`config.mk`:
```
export PLATFORM = sky130hd
export DESIGN_NAME = qflag_bus_ctrl
export DESIGN_NICKNAME = d
export VERILOG_FILES = /design/src/rtl/qflag_pkg.sv /design/src/rtl/qflag_straps.sv /design/src/rtl/qflag_owner.sv /design/src/rtl/qflag_drive.sv /design/src/rtl/qflag_bus_ctrl.sv
export SDC_FILE = /design/constraint.sdc
export NUM_CORES = 1
export LEC_CHECK = 0
export BUFFER_PORTS_ARGS = -buffer_cell sky130_fd_sc_hd__buf_4
export CAP_MARGIN = 10
export CORE_AREA = 3 3 40 42
export CTS_BUF_LIST = sky130_fd_sc_hd__clkbuf_4 sky130_fd_sc_hd__clkbuf_8
export DETAILED_ROUTE_END_ITERATION = 7
export DIE_AREA = 0 0 43 45
export SLEW_MARGIN = 20
export SYNTH_ARGS = -nofsm -noshare
export SYNTH_HDL_FRONTEND = slang
export SYNTH_SLANG_ARGS = --single-unit
```
`constraint.sdc`:
```
create_clock -name clk_i -period 1.9 [get_ports clk_i]
set_clock_uncertainty 0.1 [all_clocks]
set_input_delay 0.38 -clock clk_i [delete_from_list [all_inputs] [get_ports clk_i]]
set_output_delay 0.38 -clock clk_i [all_outputs]
set_load 0.02 [all_outputs]
```
`src/rtl/qflag_pkg.sv`:
```
package qflag_pkg;
  typedef enum logic {
    FM_DIRECT = 1'b0,
    FM_POLLED = 1'b1
  } fmode_e;
endpackage

```
`src/rtl/qflag_straps.sv`:
```
module qflag_straps
  import qflag_pkg::*;
(
  input  logic   clk_i,
  input  logic   rst_ni,
  input  logic   flag_mode_i,
  input  logic   master_i,
  input  logic   pkt_mode_i,
  output fmode_e mode_o,
  output logic   master_o,
  output logic   pkt_o
);
  // captured only while reset is held; frozen afterwards
  always_ff @(posedge clk_i) begin
    if (!rst_ni) begin
      mode_o   <= fmode_e'(flag_mode_i);
      master_o <= master_i;
      pkt_o    <= pkt_mode_i;
    end
  end
endmodule

```
`src/rtl/qflag_owner.sv`:
```
module qflag_owner
  import qflag_pkg::*;
#(
  parameter int ID_W   = 3,
  parameter int ADDR_W = 5
) (
  input  logic            clk_i,
  input  logic            rst_ni,
  input  fmode_e          mode_i,
  input  logic            master_i,
  input  logic [ID_W-1:0] dev_id_i,
  input  logic [ADDR_W-1:0] addr_i,
  input  logic            strobe_i,
  input  logic            qsel_i,
  input  logic            token_i,
  output logic            own_o
);
  localparam int ID_LSB = ADDR_W - ID_W;

  logic first_q;
  logic sel_ok;
  logic id_hit;

  assign sel_ok = strobe_i & ~qsel_i;  // queue select wins the cycle
  assign id_hit = (addr_i[ADDR_W-1:ID_LSB] == dev_id_i);

  always_ff @(posedge clk_i or negedge rst_ni) begin
    if (!rst_ni) begin
      own_o   <= 1'b0;
      first_q <= 1'b1;
    end else begin
      first_q <= 1'b0;
      if (mode_i == FM_POLLED) begin
        own_o <= first_q ? master_i : token_i;
      end else if (sel_ok) begin
        own_o <= id_hit;
      end
    end
  end

  AST_DIR_SELECT: assert property (@(posedge clk_i) disable iff (!rst_ni)
    (mode_i == FM_DIRECT && strobe_i && !qsel_i && id_hit) |=> own_o);
  AST_DIR_IDLE_HOLD: assert property (@(posedge clk_i) disable iff (!rst_ni)
    (mode_i == FM_DIRECT && !strobe_i) |=> $stable(own_o));
  AST_DIR_CONFLICT: assert property (@(posedge clk_i) disable iff (!rst_ni)
    (mode_i == FM_DIRECT && strobe_i && qsel_i) |=> $stable(own_o));
  AST_DIR_RELEASE: assert property (@(posedge clk_i) disable iff (!rst_ni)
    (mode_i == FM_DIRECT && strobe_i && !qsel_i && !id_hit) |=> !own_o);
  AST_RING_TAKE: assert property (@(posedge clk_i) disable iff (!rst_ni)
    (mode_i == FM_POLLED && !first_q && token_i) |=> own_o);
  AST_RING_START: assert property (@(posedge clk_i) disable iff (!rst_ni)
    (mode_i == FM_POLLED && first_q && master_i) |=> own_o);
endmodule

```
`src/rtl/qflag_drive.sv`:
```
module qflag_drive
  import qflag_pkg::*;
#(
  parameter int NQ = 4
) (
  input  logic          clk_i,
  input  logic          rst_ni,
  input  fmode_e        mode_i,
  input  logic          master_i,
  input  logic          pkt_i,
  input  logic          own_i,
  input  logic [NQ-1:0] almost_i,
  input  logic [NQ-1:0] ready_i,
  output logic [NQ-1:0] bus_o,
  output logic          bus_oe_o,
  output logic          token_o,
  output logic          sync_o
);
  logic [NQ-1:0] stat;
  logic          polled;

  assign polled = (mode_i == FM_POLLED);

  for (genvar q = 0; q < NQ; q++) begin : g_q
    assign stat[q]  = pkt_i ? ready_i[q] : almost_i[q];
    assign bus_o[q] = own_i & stat[q];
  end

  assign bus_oe_o = own_i;
  assign token_o  = polled & own_i;
  assign sync_o   = polled & master_i & own_i;

  AST_SYNC_ONLY_OWNER: assert property (@(posedge clk_i) disable iff (!rst_ni)
    sync_o |-> (token_o && bus_oe_o));
  AST_TOKEN_NEEDS_OE: assert property (@(posedge clk_i) disable iff (!rst_ni)
    token_o |-> bus_oe_o);
endmodule

```
`src/rtl/qflag_bus_ctrl.sv`:
```
module qflag_bus_ctrl
  import qflag_pkg::*;
#(
  parameter int NQ     = 4,
  parameter int ID_W   = 3,
  parameter int ADDR_W = 5
) (
  input  logic              clk_i,
  input  logic              rst_ni,
  input  logic              flag_mode_i,
  input  logic              master_i,
  input  logic              pkt_mode_i,
  input  logic [ID_W-1:0]   dev_id_i,
  input  logic [ADDR_W-1:0] addr_i,
  input  logic              strobe_i,
  input  logic              qsel_i,
  input  logic              token_i,
  input  logic [NQ-1:0]     almost_i,
  input  logic [NQ-1:0]     ready_i,
  output logic [NQ-1:0]     bus_o,
  output logic              bus_oe_o,
  output logic              token_o,
  output logic              sync_o
);
  fmode_e mode;
  logic   master;
  logic   pkt;
  logic   own;

  qflag_straps u_straps (
    .clk_i       (clk_i),
    .rst_ni      (rst_ni),
    .flag_mode_i (flag_mode_i),
    .master_i    (master_i),
    .pkt_mode_i  (pkt_mode_i),
    .mode_o      (mode),
    .master_o    (master),
    .pkt_o       (pkt)
  );

  qflag_owner #(.ID_W(ID_W), .ADDR_W(ADDR_W)) u_owner (
    .clk_i    (clk_i),
    .rst_ni   (rst_ni),
    .mode_i   (mode),
    .master_i (master),
    .dev_id_i (dev_id_i),
    .addr_i   (addr_i),
    .strobe_i (strobe_i),
    .qsel_i   (qsel_i),
    .token_i  (token_i),
    .own_o    (own)
  );

  qflag_drive #(.NQ(NQ)) u_drive (
    .clk_i    (clk_i),
    .rst_ni   (rst_ni),
    .mode_i   (mode),
    .master_i (master),
    .pkt_i    (pkt),
    .own_i    (own),
    .almost_i (almost_i),
    .ready_i  (ready_i),
    .bus_o    (bus_o),
    .bus_oe_o (bus_oe_o),
    .token_o  (token_o),
    .sync_o   (sync_o)
  );

  AST_IDLE_BUS_ZERO: assert property (@(posedge clk_i) disable iff (!rst_ni)
    !bus_oe_o |-> (bus_o == '0));
  AST_DIRECT_NO_RING: assert property (@(posedge clk_i) disable iff (!rst_ni)
    (mode == FM_DIRECT) |-> (!token_o && !sync_o));
endmodule

```
==> flow_metrics.env <==
export IMPL_pwr_share_clk_pct=34.7
export IMPL_gp_congestion=0.6557
export IMPL_area_delta_synth_final_pct=90.60
export IMPL_cts_buffers=3
export IMPL_finalCritPeriodShare_pct=85.06
export IMPL_vdd_drop_max_mv=0.3030
export IMPL_synth_edf_count=3
export IMPL_synth_fp_nets=50
export IMPL_cp_max_fo=4
export IMPL_die_w_um=43
export IMPL_avgRoutedWirePerCell_um=10.03
export IMPL_min_period_ns=1.616
export IMPL_clkLatencyLatePin_ns=0.24
export IMPL_netlist_top_cells_count="mux2i_1 (5), nor2b_1 (4), edfxtp_1 (3), xor2_1 (3)"
export IMPL_dr_wl_met2_um=305
export IMPL_final_max_slew_viol_count=0
export IMPL_yosys_area_top_type_share_pct=30.77
export IMPL_met1_length_um=292
export IMPL_required_ns=1.42
export IMPL_placed_area_um2=518.0
export IMPL_antenna_found_initial=0
export IMPL_drt_iter0_drc=1
export IMPL_initial_core_util_pct=22.78
export IMPL_async_reset_ff_share_pct=40.00
export IMPL_portBuffers=28
export IMPL_synth_cell_types=15
export IMPL_final_antenna_net_count=0
export IMPL_grt_max_degree=9
export IMPL_placementRows=13
export IMPL_grt_pass1_wl_mm=1.173
export IMPL_dpl_hpwl_um=619.7
export IMPL_grt_usage_pct=8.047
export IMPL_drive_gt1_share_pct=56.90
export IMPL_seq_area_frac_synth_pct=48.29
export IMPL_cp_start_kind="register"
export IMPL_hold_violations=0
export IMPL_yosys_cell_count_top_type="mux2i_1"
export IMPL_first_global_vias=297
export IMPL_seq_power_share_pct=35.5
export IMPL_cap_violations=0
export IMPL_fmax_mhz=618.8
export IMPL_io_pins=31
export IMPL_cts_root_buf="clkbuf_4"
export IMPL_layout_nets=83
export IMPL_critPathKind="reg2out"
export IMPL_dieArea_um2=1935
export IMPL_setup_tns_ns=0
export IMPL_ys_ff_latch=5
export IMPL_clockBufferDepth=2
export IMPL_p_leak_nw=0.2854
export IMPL_cts_num_sinks=5
export IMPL_cp_end_kind="output port"
export IMPL_postCtsSetupRepairBufs=0
export IMPL_internal_power_w=0.0002896
export IMPL_diodes=0
export IMPL_drc=0
export IMPL_wl_um=732
export IMPL_arrival_ns=1.14
export IMPL_cts_tree="done"
export IMPL_core_area_um2=1285
export IMPL_stdcell_area_um2=558.0
export IMPL_fp_dieH_um=45
export IMPL_rsz0062_at_grt="no"
export IMPL_firstDrtPassIters=2
export IMPL_synth_main_ff_cell="edfxtp_1"
export IMPL_grt_overflow=0
export IMPL_synth_top_cell_by_area="edfxtp_1"
export IMPL_power_density_nw_per_um2=697.6
export IMPL_wl_met3_um=134
export IMPL_via_count=294
export IMPL_status="complete, no violations"
export IMPL_syn_area_per_cell_um2=11.26
export IMPL_synth_area_um2=292.8
export IMPL_cts_htree_levels=1
export IMPL_p_sw_share_pct=25.61
export IMPL_synthTopCellsByArea="edfxtp_1 (31%), mux2i_1 (17%), dfstp_2 (9.0%), xor2_1 (9.0%), dfrtp_1 (8.5%)"
export IMPL_fill_cells=132
export IMPL_drt_vias_per_instance=4.027
export IMPL_yosys_warnings=0
export IMPL_highest_layer="met3"
export IMPL_finalSetupViolations=0
export IMPL_synth_cells=26
export IMPL_comb_power_share_pct=29.8
export IMPL_p_switching_w=0.00009970
export IMPL_clk_pin_slew_ns=0.04
export IMPL_timing_hold_worst_class="in2reg"
repair_timing:
item,in CTS,in global routing
hold buffers,1,0
hold endpoints to repair,2,0
resized for setup,0,0
logic make-up (layout without fill, tap and decap cells):
family / count (synthesis) / in the layout / synth area share [%]
simple gates: 8 / 8 / 17.53
mux: 5 / 5 / 17.09
flops: 5 / 5 / 48.29
xor+xnor: 3 / 3 / 8.976
compound gates: 2 / 2 / 4.273
buf+inv: 2 / 34 / 2.562
other cells: 1 / 1 / 1.281
cells in the final DEF (no fill, tap or decap):
master         Yosys  routed
dfstp_2            1       1
nand2b_1           1       1
dfrtp_1            1       1
conb_1             1       1
mux2i_1            5       5
a21oi_1            1       1
edfxtp_1           3       3
buf_4              0      28
xor2_1             3       3
and2_1             1       1
inv_1              1       1
or4_1              1       1
clkbuf_4           0       4
a22oi_1            1       1
nor2b_1            4       4
and3_1             1       1
dlygate4sd3_1      0       1
layout make-up:
class | count | area [um^2] | share of cell area (%)
repair buffers | 29 | 220.2 | 39.46
inverters | 1 | 3.754 | 0.6726
flip-flops and latches | 5 | 141.4 | 25.34
well taps | 15 | 18.77 | 3.363
multi-input cells | 19 | 143.9 | 25.78
clock buffers | 4 | 30.03 | 5.381
stage by stage:
stage	total power [W]	hold slack [ns]	instances	setup WS (ns)	utilization, %
after detailed placement	0.0002560	0.06952	68	0.3704	40.31
after CTS	0.0003982	0.2074	73	0.2644	43.43
after global routing	0.0004193	0.2059	73	0.1628	43.43
final	0.0003893	0.2181	73	0.2839	43.43
after floorplan	0.0001892	-0.01559	26	0.4675	-
after global placement	0.0002554	0.06954	68	0.3783	40.31
routing by layer:
layer	vias up	track usage, %
met5	-	0
met2	20	11.98
met1	122	9.337
met4	0	5.422
met3	0	3.586
li1	152	-
critical path, stage by stage, from the launching register on:
cell      delay, ns
edfxtp_1       0.48
mux2i_1        0.16
nor2b_1        0.11
buf_4          0.15
power groups by stage:
stage	Combinational [W]	Sequential (W)	Clock [W]
3_5_place_dp	0.000116	0.000140	0
3_3_place_gp	0.000115	0.000140	0
2_1_floorplan	0.0000506	0.000139	0
6_report	0.000116	0.000138	0.000135
4_1_cts	0.000118	0.000138	0.000142
5_1_grt	0.000126	0.000141	0.000153
path summary, 6_finish.rpt:
| path | from | endpoint | slack, ns | cells after the start |
|---|---|---|---|---|
| max in group asynchronous | rst_ni | u_owner.first_q | 1.15 | 2 |
| min in group asynchronous | rst_ni | u_owner.own_o | 0.36 | 2 |
| worst min-delay path | flag_mode_i | u_straps.mode_o | 0.22 | 1 |
| worst max register to register | u_owner.first_q | u_owner.own_o | 0.90 | 2 |
| worst max-delay path | u_straps.pkt_o | bus_o[3] | 0.28 | 3 |
| worst min register to register | u_straps.mode_o | u_owner.own_o | 0.40 | 1 |
flip-flops by register name, indices dropped and copies added, names as in the netlist:
register / count
u_straps.master_o: 1
u_owner.first_q: 1
u_straps.pkt_o: 1
u_owner.own_o: 1
u_straps.mode_o: 1
Power figures use the tool's default switching activity.
